--- src/rtl/psr_pkg.sv ---
package psr_pkg;

  typedef enum logic [1:0] {
    OP_HOLD  = 2'd0,
    OP_LOAD  = 2'd1,
    OP_SHIFT = 2'd2
  } psr_op_e;

  // Load has priority over a shift strobe in the same cycle.
  function automatic psr_op_e pick_op(input logic load_n, input logic rise);
    if (!load_n)   return OP_LOAD;
    else if (rise) return OP_SHIFT;
    else           return OP_HOLD;
  endfunction

endpackage

--- src/rtl/psr_sync.sv ---
module psr_sync #(
  parameter int WIDTH  = 2,
  parameter int STAGES = 2
) (
  input  logic             clk,
  input  logic [WIDTH-1:0] d,
  output logic [WIDTH-1:0] q
);

  logic [WIDTH-1:0] chain [STAGES];

  always_ff @(posedge clk) chain[0] <= d;

  for (genvar s = 1; s < STAGES; s++) begin : g_stage
    always_ff @(posedge clk) chain[s] <= chain[s-1];
  end

  assign q = chain[STAGES-1];

endmodule

--- src/rtl/psr_edge.sv ---
module psr_edge (
  input  logic clk,
  input  logic rst_n,
  input  logic pin_a,
  input  logic pin_b,
  output logic gated,
  output logic rise
);

  logic hist;

  assign gated = pin_a | pin_b;

  // During reset the history follows the live level, so a pin that is
  // already high when reset is released gives no strobe.
  always_ff @(posedge clk) begin
    if (!rst_n) hist <= gated;
    else        hist <= gated;
  end

  assign rise = rst_n & gated & ~hist;

  // one pin transition yields a strobe of a single cycle
  p_single_strobe_r4: assert property (@(posedge clk) disable iff (!rst_n)
    rise |=> !rise);

endmodule

--- src/rtl/psr_stages.sv ---
module psr_stages
  import psr_pkg::*;
#(
  parameter int WIDTH = 8
) (
  input  logic             clk,
  input  logic             rst_n,
  input  logic             load_n,
  input  logic             rise,
  input  logic             ser_in,
  input  logic [WIDTH-1:0] par_in,
  output logic             last_q
);

  localparam int LAST = WIDTH - 1;

  logic [WIDTH-1:0] st;
  psr_op_e          op;

  function automatic logic [WIDTH-1:0] step(input logic [WIDTH-1:0] s,
                                            input logic b);
    return {s[LAST-1:0], b};
  endfunction

  always_comb op = pick_op(load_n, rise);

  always_ff @(posedge clk) begin
    if (!rst_n) begin
      st <= '0;
    end else begin
      case (op)
        OP_LOAD:  st <= par_in;
        OP_SHIFT: st <= step(st, ser_in);
        default:  st <= st;
      endcase
    end
  end

  assign last_q = st[LAST];

  p_reset_clear_r1: assert property (@(posedge clk)
    !rst_n |=> st == '0);

  p_load_r2: assert property (@(posedge clk) disable iff (!rst_n)
    !load_n |=> st == $past(par_in));

  p_shift_r4: assert property (@(posedge clk) disable iff (!rst_n)
    (load_n && rise) |=> st == {$past(st[LAST-1:0]), $past(ser_in)});

  p_hold_r8: assert property (@(posedge clk) disable iff (!rst_n)
    (load_n && !rise) |=> $stable(st));

endmodule

--- src/rtl/psr_piso.sv ---
module psr_piso #(
  parameter int WIDTH       = 8,
  parameter int SYNC_STAGES = 2
) (
  input  logic             sys_clk,
  input  logic             rst_n,
  input  logic             load_n,
  input  logic             clk_pin,
  input  logic             inh_pin,
  input  logic             ser_in,
  input  logic [WIDTH-1:0] par_in,
  output logic             q_out,
  output logic             q_out_n
);

  logic [1:0] pins_sync;
  logic       gated_clk;
  logic       shift_rise;
  logic       last_q;

  psr_sync #(.WIDTH(2), .STAGES(SYNC_STAGES)) u_sync (
    .clk (sys_clk),
    .d   ({inh_pin, clk_pin}),
    .q   (pins_sync)
  );

  psr_edge u_edge (
    .clk   (sys_clk),
    .rst_n (rst_n),
    .pin_a (pins_sync[0]),
    .pin_b (pins_sync[1]),
    .gated (gated_clk),
    .rise  (shift_rise)
  );

  psr_stages #(.WIDTH(WIDTH)) u_stages (
    .clk    (sys_clk),
    .rst_n  (rst_n),
    .load_n (load_n),
    .rise   (shift_rise),
    .ser_in (ser_in),
    .par_in (par_in),
    .last_q (last_q)
  );

  assign q_out   = last_q;
  assign q_out_n = ~last_q;

  // no strobe while the gated clock was already high
  p_blocked_r6: assert property (@(posedge sys_clk) disable iff (!rst_n)
    $past(gated_clk) |-> !shift_rise);

endmodule

--- config.mk ---
export PLATFORM = sky130hd
export DESIGN_NAME = psr_piso
export DESIGN_NICKNAME = d
export VERILOG_FILES = /design/src/rtl/psr_pkg.sv /design/src/rtl/psr_sync.sv /design/src/rtl/psr_edge.sv /design/src/rtl/psr_stages.sv /design/src/rtl/psr_piso.sv
export SDC_FILE = /design/constraint.sdc
export NUM_CORES = 1
export LEC_CHECK = 0
export ABC_AREA = 1
export BUFFER_PORTS_ARGS = -buffer_cell sky130_fd_sc_hd__buf_2
export CAP_MARGIN = 20
export CORE_AREA = 2 2 39 41
export DETAILED_ROUTE_END_ITERATION = 8
export DIE_AREA = 0 0 41 43
export GPL_ROUTABILITY_DRIVEN = 0
export MAX_ROUTING_LAYER = met4
export PLACE_DENSITY = 0.67
export SLEW_MARGIN = 20
export SYNTH_ARGS = -nofsm -noshare
export SYNTH_HDL_FRONTEND = slang
export SYNTH_SLANG_ARGS = --single-unit
--- constraint.sdc ---
create_clock -name sys_clk -period 0.9 [get_ports sys_clk]
set_input_delay 0.09 -clock sys_clk [delete_from_list [all_inputs] [get_ports sys_clk]]
set_output_delay 0.09 -clock sys_clk [all_outputs]
set_load 0.02 [all_outputs]
; ---- Word-level counts from Yosys, hierarchy flattened
; Memory sizes are Yosys's and may differ from the RTL's.
; Cells that the tools add are included.
[totals]
reg_bits = 9
ramBits = 4
out_inout_bits = 2
n_memories = 1
[classes]
n_reduce_logical = 1
n_bitwise = 5
muxes = 3
n_eq_ne = 2
[memory_table]
columns = memory, words, width, read_ports, rd_clocked_by_memory_dff, wr, line
row1 = u_sync.chain, 2, 2, 2, 0, 2, psr_sync.sv:10  ; logic [WIDTH-1:0] chain [STAGES];
[op_table]
columns = cell, count
row1 = $pmux 8 s2, 1
row2 = $mux 2, 2
row3 = $and 1x1->1, 2
row4 = $eq 2x1->1 const B, 1
row5 = $eq 2x2->1 const B, 1
row6 = $not 1->1, 2
row7 = $reduce_bool 2->1, 1
row8 = $or 1x1->1, 1

; ---- Logic depth before layout (Yosys ltp)
[logic_depth]
ltp_word = 7
ltp_mapped = 8
depth_no_buf = 7

; ---- Hierarchy
; Synthesis repeated with hierarchy kept, for this count alone.
[unflattened]
hier_cells = 75
area_unflattened_um2 = 575.6
[modules_own_cells]
columns = module, cells_per_inst, seq_area_each_um2, n_inst, area_per_inst_um2
row1 = psr_stages, 62, 160.2, 1, 435.4
row2 = psr_sync, 6, 80.1, 1, 95.1
row3 = psr_edge, 6, 20.0, 1, 41.3
row4 = psr_piso, 1, 0.0, 1, 3.8

; ---- Worst setup path before layout
; No wires, ideal clock.
[synth_timing]
path_kind = reg2reg
start = memory u_sync.chain[1][1] (netlist: u_sync.chain[0][3])
end = register u_stages.st[7]
path_stages_with_launch = 7
setup_slack_ns = 0.055
required_time_ns = 0.791
t_arrival_ns = 0.736
synth_period_minus_slack_ns = 0.845
cell_sequence = dfxtp_1 -> nor2_1 -> nor2_4 -> nand3_1 -> nand3_1 -> nand2_1 -> inv_1
[synth_lines]
columns = element, line
row1 = start: declaration, psr_sync.sv:10
row2 = end signal: assignment, psr_stages.sv:32  ; OP_LOAD: st <= par_in;
row3 = end signal: assignment, psr_stages.sv:33  ; OP_SHIFT: st <= step(st, ser_in);
row4 = end signal: assignment, psr_stages.sv:34  ; default: st <= st;
row5 = end: declaration, psr_stages.sv:17  ; logic [WIDTH-1:0] st;

; ---- Worst setup path in the final report
[layout_timing]
start = register u_edge.hist
end = register u_stages.st[1]
[layout_via]
elab_chain_cells = 6
word_cells_on_any_way = 8
classes_between = 2 x eq/ne / 3 x mux / 2 x bitwise / 1 x reduce/logical
[layout_rtl]
columns = element, line
row1 = start: declaration, psr_edge.sv:10  ; logic hist;
row2 = start signal: assignment, psr_edge.sv:17  ; if (!rst_n) hist <= gated;
row3 = start signal: assignment, psr_edge.sv:18  ; else hist <= gated;
row4 = $not 1->1 *, psr_edge.sv:21  ; assign rise = rst_n & gated & ~hist;
row5 = $and 1x1->1 *, psr_edge.sv:21
row6 = $mux 2 *, psr_pkg.sv:12  ; else if (rise) return OP_SHIFT;
row7 = $mux 2 *, psr_pkg.sv:11  ; if (!load_n) return OP_LOAD;
row8 = $eq 2x2->1 or $eq 2x1->1 (tied branches), psr_stages.sv:31  ; case (op)
row9 = $pmux 8 s2 or $reduce_bool 2->1 (tied branches), n/a
; Every way passes the cells marked *; elsewhere a longest branch is shown, timed or not.
; A chain may end at the register's enable or synchronous reset.

==> flow_summary.yaml <==
routing:
  wl_per_cell_um: 10.3
  drt-met1-wl_um: 504
  top_layer_used: "met4"
  antenna_left: 0
  drt_iter0_drc: 8
  wl_met2_um: 557
  via_count: 525
  dr.pass1.iters: 4
  viasPerCell: 4.69
  post-route-drc-count: 0
  wl_met3_um: 70
  drt-total-wl_um: 1150
run_status:
  status: "complete, but fails checks"
  violations: "setup timing"
yosys:
  synth_seq_cells: 13
  synthMuxAreaShare: 0
  yosys.area_share.simple: 0.396
  netlist_instances: 76
  yosysTopAreaCellShare: 0.463
  synth_nets: 90
  synth_top_family_by_area: "simple AND/OR/NAND/NOR gates"
  synth_top_cell_by_area: "dfxtp_1"
  synth_area_leaders: "dfxtp_1 46%, nand3_1 21%, nand2_1 11%"
  seq_area_frac_synth: 0.463
  synthXorXnorAreaFrac: 0
  postSynthAreaPerCell_um2: 7.39
  ys_types: 12
  synth_warnings: 0
  synth_compound_area_frac: 0
  yosys.area_share.adder: 0
  syn-cell-area_um2: 562
cts:
  clk_pin_slew_ps: 80
  cts_setup_buffers: 0
  cts_inserted_buffers: 3
  cts.sink_count: 13
  cts_max_level: 1
  clockRootBuffer: "clkbuf_4"
  clk_path_buf_depth: 2
  clkLatencyLatePin_ps: 270
  cts_tree: "built"
layout:
  final_nets: 111
  layout.area.seq_um2: 265
  multi_input_area_um2: 253
  fill_cells: 146
  area.growth.synth_to_final_pct: 31.0
  final_cell_mix: "20 x nand3_1, 16 x nand2_1, 13 x buf_2"
  mostFrequentLayoutCell: "nand3_1"
  fin_util: 0.532
  antenna_cells: 0
  drive_above_1_share: 0.396
floorplan:
  rows: 14
  coreArea_um2: 1380
  die-area_um2: 1760
  io_pins: 16
  die_h_um: 43
  start_util: 0.406
  die_w_um: 41
setup_path:
  cp.arrival_ps: 1160
  path_max_fanout: 8
  end_kind: "flop"
  start_kind: "flop"
  crit_type: "reg2reg"
  critPathRequiredTime_ps: 1120
flow_run:
  max-cap-violations: 0
sta:
  period_minus_slack_ps: 941
  setup_viol: 8
  slew_headroom: 0.840
  setup_ws_ps: -41.1
  timing.final.hold_violations: 0
  drv_slew: 0
  max_freq_ghz: 1.06
  worst_pin_slew_ps: 240
  holdWs_ps: 112
  clock_skew_ps: 0.632
  rsz0062_at_grt: "yes"
  finalCritPeriodShare: 1.05
global_routing:
  grt_overflow: 0
  grt_pass1_vias: 468
  antenna_found_initial: 0
  grt_start_max_net_pins: 10
  grt_pass1_wl_um: 1750
  track_usage: 0.150
power_and_ir_drop:
  ir_worst_vdd_uv: 678
  finalPower_mw: 1.14
  p_leak_nw: 0.406
  cellPowerDensity_nw_per_um2: 1550
placement:
  hpwlAfterDp_um: 799
  port_buffers: 15
  post-place-ws_ps: -39.7
min_path:
  hold_class: "in2reg"
==> state kept, by name (all words and copies together) (netlist names) <==
| signal | count |
|---|---|
| u_sync.chain | 4 |
| u_stages.st | 8 |
| u_edge.hist | 1 |
==> synthesized netlist by cell type <==
cell     number
nand3_1      24
nand2_1      17
dfxtp_1      13
inv_1        13
buf_4         2
buf_6         1
inv_2         1
nand2_2       1
nand2_4       1
nor2_1        1
nor2_2        1
nor2_4        1
==> worst max-delay path, stage by stage (launching register included) <==
cell,delay [ps]
dfxtp_2,330
inv_2,60
nand2_4,40
nor2_4,170
nand3_1,110
nand3_1,80
nand2_1,50
inv_1,40
==> layer usage <==
layer	GRT usage	vias up
met3	0.0314	2
li1	-	275
met2	0.228	21
met1	0.178	227
met4	0.0800	0
met5	-	-
==> cell type report <==
| type | count | area share |
|---|---|---|
| Sequential cell | 13 | 0.361 |
| Multi-Input combinational cell | 46 | 0.344 |
| Timing Repair Buffer | 19 | 0.162 |
| Tap cell | 16 | 0.0272 |
| Clock buffer | 4 | 0.0357 |
| Inverter | 14 | 0.0714 |
==> metrics by stage <==
stage | cells | TNS [ps] | cell area [um^2]
after floorplan | 76 | 0 | 562
after global placement | 106 | -60.8 | 646
after detailed placement | 106 | -247 | 646
after CTS | 112 | -212 | 712
after global routing | 112 | -654 | 736
final | 112 | -170 | 736
==> what timing repair did <==
action	CTS	global route
pin swaps	3	1
hold buffers	2	0
hold endpoints to repair	2	0
gates resized for setup	9	8
endpoints found under the setup margin	9	9
==> power by group <==
group,switching (mW),internal [mW],leakage [nW]
clock,0.182,0.171,0.0150
sequential,0.0203,0.609,0.108
combinational,0.0848,0.0733,0.283
==> cells by family (layout without fill, tap and decap cells) <==
logic type / after synthesis / after routing
buf+inv: 17 / 37
flops: 13 / 13
simple gates: 46 / 46
==> final timing paths <==
kind                           start  cells after the start  slack (ps)                  to
setup reg to reg         u_edge.hist                      7         -40      u_stages.st[1]
setup / recovery         u_edge.hist                      7         -40      u_stages.st[1]
hold reg to reg   u_sync.chain[0][0]                      0         330  u_sync.chain[0][2]
hold / removal             par_in[5]                      5         110      u_stages.st[5]
Power figures use the tool's default switching activity.
